File: src/rtl/async_frame_tx_pkg.sv
package async_frame_tx_pkg;

  // widest character; the short character is one bit narrower
  localparam int unsigned CHAR_MAX  = 8;
  // start + widest character + parity + two stops
  localparam int unsigned FRAME_MAX = CHAR_MAX + 4;
  localparam int unsigned CNT_W     = $clog2(FRAME_MAX + 1);

  typedef struct packed {
    logic       long_char;  // 1: CHAR_MAX bits, 0: CHAR_MAX-1 bits
    logic       two_stop;   // 1: two stop bits
    logic       par_off;    // 1: no parity bit
    logic [1:0] par_sel;    // 00 zero, 01 one, 10 odd, 11 even
    logic       brk;        // whole slot low
  } frame_cfg_t;

  function automatic int unsigned char_bits(frame_cfg_t c);
    return c.long_char ? CHAR_MAX : CHAR_MAX - 1;
  endfunction

  function automatic logic [CNT_W-1:0] frame_len(frame_cfg_t c);
    int unsigned n;
    n = 1 + char_bits(c) + (c.par_off ? 0 : 1) + (c.two_stop ? 2 : 1);
    return CNT_W'(n);
  endfunction

  // character with the unused top bit cleared
  function automatic logic [CHAR_MAX-1:0] char_mask(frame_cfg_t c, logic [CHAR_MAX-1:0] d);
    logic [CHAR_MAX-1:0] m;
    m = d;
    if (!c.long_char) m[CHAR_MAX-1] = 1'b0;
    return m;
  endfunction

  function automatic logic parity_bit(frame_cfg_t c, logic [CHAR_MAX-1:0] d);
    logic [CHAR_MAX-1:0] m;
    logic p;
    m = char_mask(c, d);
    case (c.par_sel)
      2'b00:   p = 1'b0;
      2'b01:   p = 1'b1;
      2'b10:   p = ~(^m);
      default: p = ^m;
    endcase
    return p;
  endfunction

  // slot vector, bit 0 is sent first; slots past the payload are stop level
  function automatic logic [FRAME_MAX-1:0] build_frame(frame_cfg_t c, logic [CHAR_MAX-1:0] d);
    logic [CHAR_MAX:0] payload;
    logic p;
    p = parity_bit(c, d);
    if (c.long_char) begin
      payload = c.par_off ? {1'b1, d} : {p, d};
    end else begin
      payload = c.par_off ? {2'b11, d[CHAR_MAX-2:0]} : {1'b1, p, d[CHAR_MAX-2:0]};
    end
    if (c.brk) return '0;
    return {{(FRAME_MAX - CHAR_MAX - 2){1'b1}}, payload, 1'b0};
  endfunction

endpackage

File: src/rtl/aft_cfg_capture.sv
module aft_cfg_capture
  import async_frame_tx_pkg::*;
(
  input  logic                clk,
  input  logic                rst_n,
  input  logic                accept,
  input  frame_cfg_t          cfg_in,
  input  logic [CHAR_MAX-1:0] data_in,
  output frame_cfg_t          cfg_q,
  output logic [CHAR_MAX-1:0] data_q
);

  always_ff @(posedge clk or negedge rst_n) begin
    if (!rst_n) begin
      cfg_q  <= '0;
      data_q <= '0;
    end else if (accept) begin
      cfg_q  <= cfg_in;
      data_q <= data_in;
    end
  end

endmodule

File: src/rtl/aft_frame_build.sv
module aft_frame_build
  import async_frame_tx_pkg::*;
(
  input  frame_cfg_t           cfg,
  input  logic [CHAR_MAX-1:0]  data,
  output logic [FRAME_MAX-1:0] slots,
  output logic [CNT_W-1:0]     nslots
);

  always_comb begin
    slots  = build_frame(cfg, data);
    nslots = frame_len(cfg);
  end

endmodule

File: src/rtl/aft_bit_seq.sv
module aft_bit_seq
  import async_frame_tx_pkg::*;
(
  input  logic                 clk,
  input  logic                 rst_n,
  input  logic                 start,
  input  logic                 tick,
  input  logic [FRAME_MAX-1:0] slots,
  input  logic [CNT_W-1:0]     nslots,
  output logic                 busy,
  output logic                 sending,
  output logic                 tx
);

  typedef enum logic [1:0] {S_IDLE, S_ALIGN, S_SEND} seq_state_t;

  seq_state_t           st;
  logic [FRAME_MAX-1:0] sh;
  logic [CNT_W-1:0]     rem;
  logic                 tx_q;

  always_ff @(posedge clk or negedge rst_n) begin
    if (!rst_n) begin
      st   <= S_IDLE;
      sh   <= '1;
      rem  <= '0;
      tx_q <= 1'b1;
    end else begin
      case (st)
        S_IDLE: if (start) st <= S_ALIGN;
        S_ALIGN: if (tick) begin
          tx_q <= slots[0];
          sh   <= {1'b1, slots[FRAME_MAX-1:1]};
          rem  <= nslots - CNT_W'(1);
          st   <= S_SEND;
        end
        S_SEND: if (tick) begin
          if (rem == '0) begin
            tx_q <= 1'b1;
            st   <= S_IDLE;
          end else begin
            tx_q <= sh[0];
            sh   <= {1'b1, sh[FRAME_MAX-1:1]};
            rem  <= rem - CNT_W'(1);
          end
        end
        default: st <= S_IDLE;
      endcase
    end
  end

  assign busy    = (st != S_IDLE);
  assign sending = (st == S_SEND);
  assign tx      = tx_q;

endmodule

File: src/rtl/async_frame_tx.sv
module async_frame_tx
  import async_frame_tx_pkg::*;
(
  input  logic                clk,
  input  logic                rst_n,
  input  logic                bit_tick,
  input  logic                in_valid,
  input  logic [CHAR_MAX-1:0] in_data,
  output logic                in_ready,
  input  logic [1:0]          frame_mode,
  input  logic [2:0]          parity_mode,
  input  logic                break_en,
  output logic                busy,
  output logic                tx
);

  frame_cfg_t           cfg_in;
  frame_cfg_t           cfg_q;
  logic [CHAR_MAX-1:0]  data_q;
  logic [FRAME_MAX-1:0] slots;
  logic [CNT_W-1:0]     nslots;
  logic                 accept;
  logic                 sending;

  always_comb begin
    cfg_in.long_char = frame_mode[1];
    cfg_in.two_stop  = frame_mode[0];
    cfg_in.par_off   = parity_mode[2];
    cfg_in.par_sel   = parity_mode[1:0];
    cfg_in.brk       = break_en;
  end

  assign in_ready = ~busy;
  assign accept   = in_valid & in_ready;

  aft_cfg_capture u_cap (
    .clk(clk), .rst_n(rst_n), .accept(accept),
    .cfg_in(cfg_in), .data_in(in_data), .cfg_q(cfg_q), .data_q(data_q)
  );

  aft_frame_build u_build (
    .cfg(cfg_q), .data(data_q), .slots(slots), .nslots(nslots)
  );

  aft_bit_seq u_seq (
    .clk(clk), .rst_n(rst_n), .start(accept), .tick(bit_tick),
    .slots(slots), .nslots(nslots), .busy(busy), .sending(sending), .tx(tx)
  );

endmodule

File: config.mk
export PLATFORM = sky130hd
export DESIGN_NAME = async_frame_tx
export DESIGN_NICKNAME = d
export VERILOG_FILES = /design/src/rtl/async_frame_tx_pkg.sv /design/src/rtl/aft_cfg_capture.sv /design/src/rtl/aft_frame_build.sv /design/src/rtl/aft_bit_seq.sv /design/src/rtl/async_frame_tx.sv
export SDC_FILE = /design/constraint.sdc
export NUM_CORES = 1
export LEC_CHECK = 0
export BUFFER_PORTS_ARGS = -buffer_cell sky130_fd_sc_hd__buf_4
export CORE_MARGIN = 1.5
export CORE_UTILIZATION = 52
export DETAILED_ROUTE_END_ITERATION = 16
export PLACE_DENSITY = 0.77
export RECOVER_POWER = 50
export REMOVE_ABC_BUFFERS = 1
export SYNTH_ARGS = -nofsm -noshare
export SYNTH_HDL_FRONTEND = slang
export SYNTH_HIERARCHICAL = 1
export SYNTH_SLANG_ARGS = --single-unit
File: constraint.sdc
create_clock -name clk -period 6 [get_ports clk]
set_clock_uncertainty 0.2 [all_clocks]
set_input_delay 0.3 -clock clk [delete_from_list [all_inputs] [get_ports clk]]
set_output_delay 0.3 -clock clk [all_outputs]
set_load 0.03 [all_outputs]
# After elaboration in Yosys (flattened, before gate mapping)
# Cells that the tools add are included.
# W data, S select, Z words.
[word_totals] ff_bits=33 memories=0 latchBits=0 rom_bits=0 ram_bits=0 inputBits=18
[classes] n_addsub=5 n_div=0 bitwise_logic=3 eq_ne=9 n_mul=0 magnitude_cmp=0 n_reduce_logical=9 mux=28 shifts=0
[op_table] cell="$mux W12" n=5
[op_table] cell="$pmux W12 S2" n=1
[op_table] cell="$mux W9" n=2
[op_table] cell="$mux W4" n=4
[op_table] cell="$mux W2" n=5
[op_table] cell="$add A4 B4 Y4" n=2
[op_table] cell="$mux W8" n=1
[op_table] cell="$ne A2 B2 Y1 const B" n=4
[op_table] cell="$pmux W4 S2" n=1
[op_table] cell="$reduce_and A4 Y1" n=2
[op_table] cell="$reduce_xor A8 Y1" n=1
[op_table] cell="$sub A4 B1 Y4 const B" n=2
[op_table] cell="$mux W1" n=6
[op_table] cell="$pmux W2 S3" n=1
[op_table] cell="$add A1 B4 Y4 const A" n=1
[op_table] cell="$eq A2 B1 Y1 const B" n=2
[op_table] cell="$eq A2 B2 Y1 const B" n=2
[op_table] cell="$logic_not A2 Y1" n=2
[op_table] cell="$logic_not A4 Y1" n=1
[op_table] cell="$reduce_bool A2 Y1" n=2
[op_table] cell="$pmux W1 S3" n=1
[op_table] cell="$reduce_and A3 Y1" n=1
[op_table] cell="$ne A2 B1 Y1 const B" n=1
[op_table] cell="$not A1 Y1" n=2
[op_table] cell="other kinds (2)" n=2

# Longest topological paths before layout
[logic_depth] word_depth=9 mapped_depth=9 depth_no_buf=9

# Hierarchy
# Netlist, hierarchy kept.
[modules_own_cells] module="aft_bit_seq" area_per_inst_um2=1079.8 n_inst=1 cells_per_inst=123 seq_area_each_um2=465.4
[modules_own_cells] module="aft_cfg_capture" area_per_inst_um2=519.2 n_inst=1 cells_per_inst=29 seq_area_each_um2=350.3
[modules_own_cells] module="aft_frame_build" area_per_inst_um2=336.6 n_inst=1 cells_per_inst=42 seq_area_each_um2=0.0
[modules_own_cells] module="async_frame_tx" area_per_inst_um2=10.0 n_inst=1 cells_per_inst=2 seq_area_each_um2=0.0

# Worst setup path before layout
# OpenSTA, ideal clock, no wires.
[synth_timing] path_kind="register to register" from="register u_cap/cfg_q[5] (netlist name)" to="register u_seq.rem[2]" path_slack_ns=3.625 stages_incl_launch_ff=9 synth_period_minus_slack_ns=2.375 required_ns=5.704 arrival_time_ns=2.080 path_cell_list="dfrtp_1 inv_1 ha_1 inv_1 fa_1 xor2_1 a32o_1 o21a_1 nor4_2"
[synth_via] elab_chain_cells=7
[synth_lines] element="$mux W4" line_no="async_frame_tx_pkg.sv:18" rtl="return c.long_char ? CHAR_MAX : CHAR_MAX - 1;"
[synth_lines] element="$add A1 B4 Y4" line_no="async_frame_tx_pkg.sv:23" rtl="n = 1 + char_bits(c) + (c.par_off ? 0 : 1) + (c.two_stop ? 2 : 1);"
[synth_lines] element="$add A4 B4 Y4 (2 in a row)" line_no="async_frame_tx_pkg.sv:23"
[synth_lines] element="via nslots[2]" line_no="async_frame_tx.sv:21" rtl="logic [CNT_W-1:0] nslots;"
[synth_lines] element="$sub A4 B1 Y4" line_no="aft_bit_seq.sv:34" rtl="rem <= nslots - CNT_W'(1);"
[synth_lines] element="$mux W4" line_no="aft_bit_seq.sv:31" rtl="S_ALIGN: if (tick) begin"
[synth_lines] element="$pmux W4 S2" line_no="aft_bit_seq.sv:29" rtl="case (st)"
[synth_lines] element="to (signal assigned)" line_no="aft_bit_seq.sv:34"
[synth_lines] element="to (signal assigned)" line_no="aft_bit_seq.sv:44" rtl="rem <= rem - CNT_W'(1);"
[synth_lines] element="to (decl)" line_no="aft_bit_seq.sv:19" rtl="logic [CNT_W-1:0] rem;"
# The timed path passes the listed nets, and every way through them passes these cells. The select of a mux whose other input is x is not followed.
# A chain may end at the register's enable or synchronous reset.

# Worst setup path in the final report
[layout_timing] from="register u_cap/cfg_q[5] (netlist name)" to="register u_seq.rem[2]"
[layout_via] elab_chain_cells=7
[layout_lines] element="$mux W4" line_no="async_frame_tx_pkg.sv:18"
[layout_lines] element="$add A1 B4 Y4" line_no="async_frame_tx_pkg.sv:23"
[layout_lines] element="$add A4 B4 Y4 (2 in a row)" line_no="async_frame_tx_pkg.sv:23"
[layout_lines] element="via nslots[2]" line_no="async_frame_tx.sv:21"
[layout_lines] element="$sub A4 B1 Y4" line_no="aft_bit_seq.sv:34"
[layout_lines] element="$mux W4" line_no="aft_bit_seq.sv:31"
[layout_lines] element="$pmux W4 S2" line_no="aft_bit_seq.sv:29"
# The timed path passes the listed nets, and every way through them passes these cells. The select of a mux whose other input is x is not followed.

==> flow_summary.ini <==
[run_status]
status = complete, but fails checks
violations = capacitance limit, slew limit

[synthesis]
ys_ff_latch = 32
synth_area_um2 = 1950
synth_edf_count = 0
yosysUniqueCellTypes = 45
netlist_instances = 196
async_reset_ff_share_pct = 100
ys_seq_area_share_pct = 41.9
synth_most_common_cell = nand2_1
netlist.top_cell.by_area = dfrtp_1
synth_common_cells = nand2_1 (29), dfrtp_1 (20), mux2_2 (14)
yosys_warnings = 6
synthTopCellsByArea = dfrtp_1 (26%), dfstp_2 (16%), mux2_2 (8.1%)
syn_area_per_cell_um2 = 9.93
yosysTopAreaCellShare_pct = 25.7
synthFlopType = dfrtp_1

[worst_hold_path]
hold_class = in -> reg

[clock_network]
cts_tree = done
path_clk_slew_ns = 0.07
cts.sinks = 32
cts_htree_levels = 2
cts_buffers = 5
clk-insertion-delay-late_ns = 0.28
cts_buffer_depth = 2
cts_resized = 0
cts-root-buf = clkbuf_8

[global_route]
grtUsageMet1_pct = 25.8
grt_use_met2_pct = 28.1
grt.met3_usage_pct = 4.23
grt_pass1_vias = 1349
grt_overflow = 0
antenna_found_initial = 0
grt_util_all_layers_pct = 18.7
grt_max_degree = 33
grt_pass1_wl_mm = 6.02
busiest_layer = met2

[timing]
final_hold_viol_count = 0
slew_headroom_pct = -13.4
drv_slew = 33
fin_setup_tns_ns = 0
finalSetupViolCount = 0
finalCritPeriodShare_pct = 43.4
grt_setup_unrepaired = no
tightest_slew_ns = 1.70
fin_crit_ns = 2.60
max_freq_mhz = 384

[pwr]
peakVddDrop_uv = 415
p_comb_share_pct = 52.9
p_leak_nw = 0.925
p_seq_share_pct = 34.1
p_int_mw = 0.818
power_density_nw_per_um2 = 646
clockPowerShare_pct = 13.0
p_switching_mw = 0.589
switching_share_pct = 41.9

[finish]
layout-area-overhead-vs-synth_pct = 12.0
final_cells = 262
diodes = 0
nNetsFinal = 239
drive_gt1_share_pct = 26.6
fillers = 328

[placement]
place_congestion = 0.815
port-buffer-count = 20
place_hpwl_mm = 2.35
place_inst = 253

[job]
drv_cap = 1

[floorplanning]
initial_core_util_pct = 53.5
rows = 22
core-area_um2 = 3630
dieArea_um2 = 4120
die_h_um = 64.2
pin_count = 21
fp.dieW_um = 64.2

[setup_path]
cp_max_fo = 7
critPathLaunchType = flop
critPathKind = reg -> reg
worstPathRequired_ns = 5.98
end_kind = flop
worst_ep_arrival_time_ns = 2.59

[route]
wire_per_inst_um = 13.2
antenna_left = 0
routed_wl_mm = 3.45
drc = 0
first_pass_iters = 4
drt-initial-drc-count = 117
num_vias = 1434
via_per_inst = 5.47
cells by family (layout without fill, tap and decap cells):
family	Yosys count	in the layout	share of synthesized area [%]
AND/OR/NAND/NOR	66	66	17.9
other	1	1	0.193
XOR/XNOR	8	8	4.31
multiplexers	19	19	10.7
flip-flops	32	32	41.9
adder cells (fa/ha/maj)	8	8	5.53
buffers and inverters	23	41	6.88
AO/OA/AOI/OAI	39	39	12.5
layout by cell type, fill, tap and decap left out, types with 2 or more instances in the layout:
master    netlist  routed
nor4_1          2       2
a311oi_1        2       2
mux2i_1         5       5
ha_1            7       7
inv_1          10      10
o21ai_0         7       7
nor3b_1         2       2
nor2b_1         9       9
clkbuf_8        0       5
xnor2_1         6       6
nand3_1         2       2
buf_4           2      19
nand2_1        29      29
nor3_1          8       8
mux2_2         14      14
a21oi_1        12      12
dfrtp_1        20      20
a31oi_1         9       9
clkbuf_1        3       3
nor2_1          6       6
dfstp_2        12      12
cell type report:
class                      count  area (µm²)  area share [%]
inverter                      11        43.8            2.01
timing repair buffer          22         160            7.35
clock buffer                   7        97.6            4.48
multi-input combinational    141         996            45.7
clock inverter                 1        5.00           0.230
sequential                    32         816            37.4
tap                           48        60.1            2.76
power groups by stage:
stage / clock, mW / combinational [mW] / sequential (mW)
6_report: 0.183 / 0.745 / 0.479
2_1_floorplan: 0 / 0.594 / 0.456
3_5_place_dp: 0 / 0.737 / 0.480
3_3_place_gp: 0 / 0.724 / 0.477
5_1_grt: 0.200 / 0.827 / 0.499
4_1_cts: 0.188 / 0.751 / 0.478
worst paths after layout:
kind                                start              to  slack (ns)  cells after the start
min                        parity_mode[1]  u_cap/cfg_q[2]        0.05                      2
max in group asynchronous           rst_n  u_cap/cfg_q[3]        3.82                      2
max reg2reg                u_cap/cfg_q[5]    u_seq/rem[2]        3.40                      8
min reg2reg                  u_seq/sh[10]     u_seq/sh[9]        0.29                      2
min in group asynchronous           rst_n  u_cap/cfg_q[0]        0.80                      2
max                        u_cap/cfg_q[5]    u_seq/rem[2]        3.40                      8
layer usage:
layer  wire length [µm]  part of all wire, %
met5                  0                    0
met4                 59                  1.7
met3                132                  3.8
met2               1610                   47
met1               1650                   48
critical path, cell delays in order (launching register included):
cell	delay (ns)
dfrtp_1	0.47
inv_1	0.16
ha_1	0.31
inv_1	0.07
fa_1	0.43
xor2_1	0.22
a32o_1	0.24
o21a_1	0.18
nor4_2	0.24
per-stage QoR:
step / cell area, µm² / hold slack [ns] / power (mW) / setup slack, ns / util (%)
5_1_grt: 2180 / 0.0417 / 1.53 / 3.25 / 60.0
4_1_cts: 2190 / 0.0442 / 1.42 / 3.40 / 60.2
3_3_place_gp: 2070 / 0.0610 / 1.20 / 3.55 / 57.1
2_1_floorplan: 1860 / -0.196 / 1.05 / 3.62 / -
3_5_place_dp: 2070 / 0.0620 / 1.22 / 3.46 / 57.1
6_report: 2180 / 0.0496 / 1.41 / 3.40 / 60.0
state kept, by name, indices dropped and copies added, names as in the netlist:
signal        flops
u_seq/rem         4
u_seq/tx          1
u_cap/data_q      8
u_seq/sh         11
u_cap/cfg_q       6
u_seq/st          2
timing repair:
action,4_1_cts,5_1_grt
setup buffers,0,0
hold buffers,1,0
endpoints found under the hold margin,20,0
Note: power is estimated with default switching activity, not from simulation.
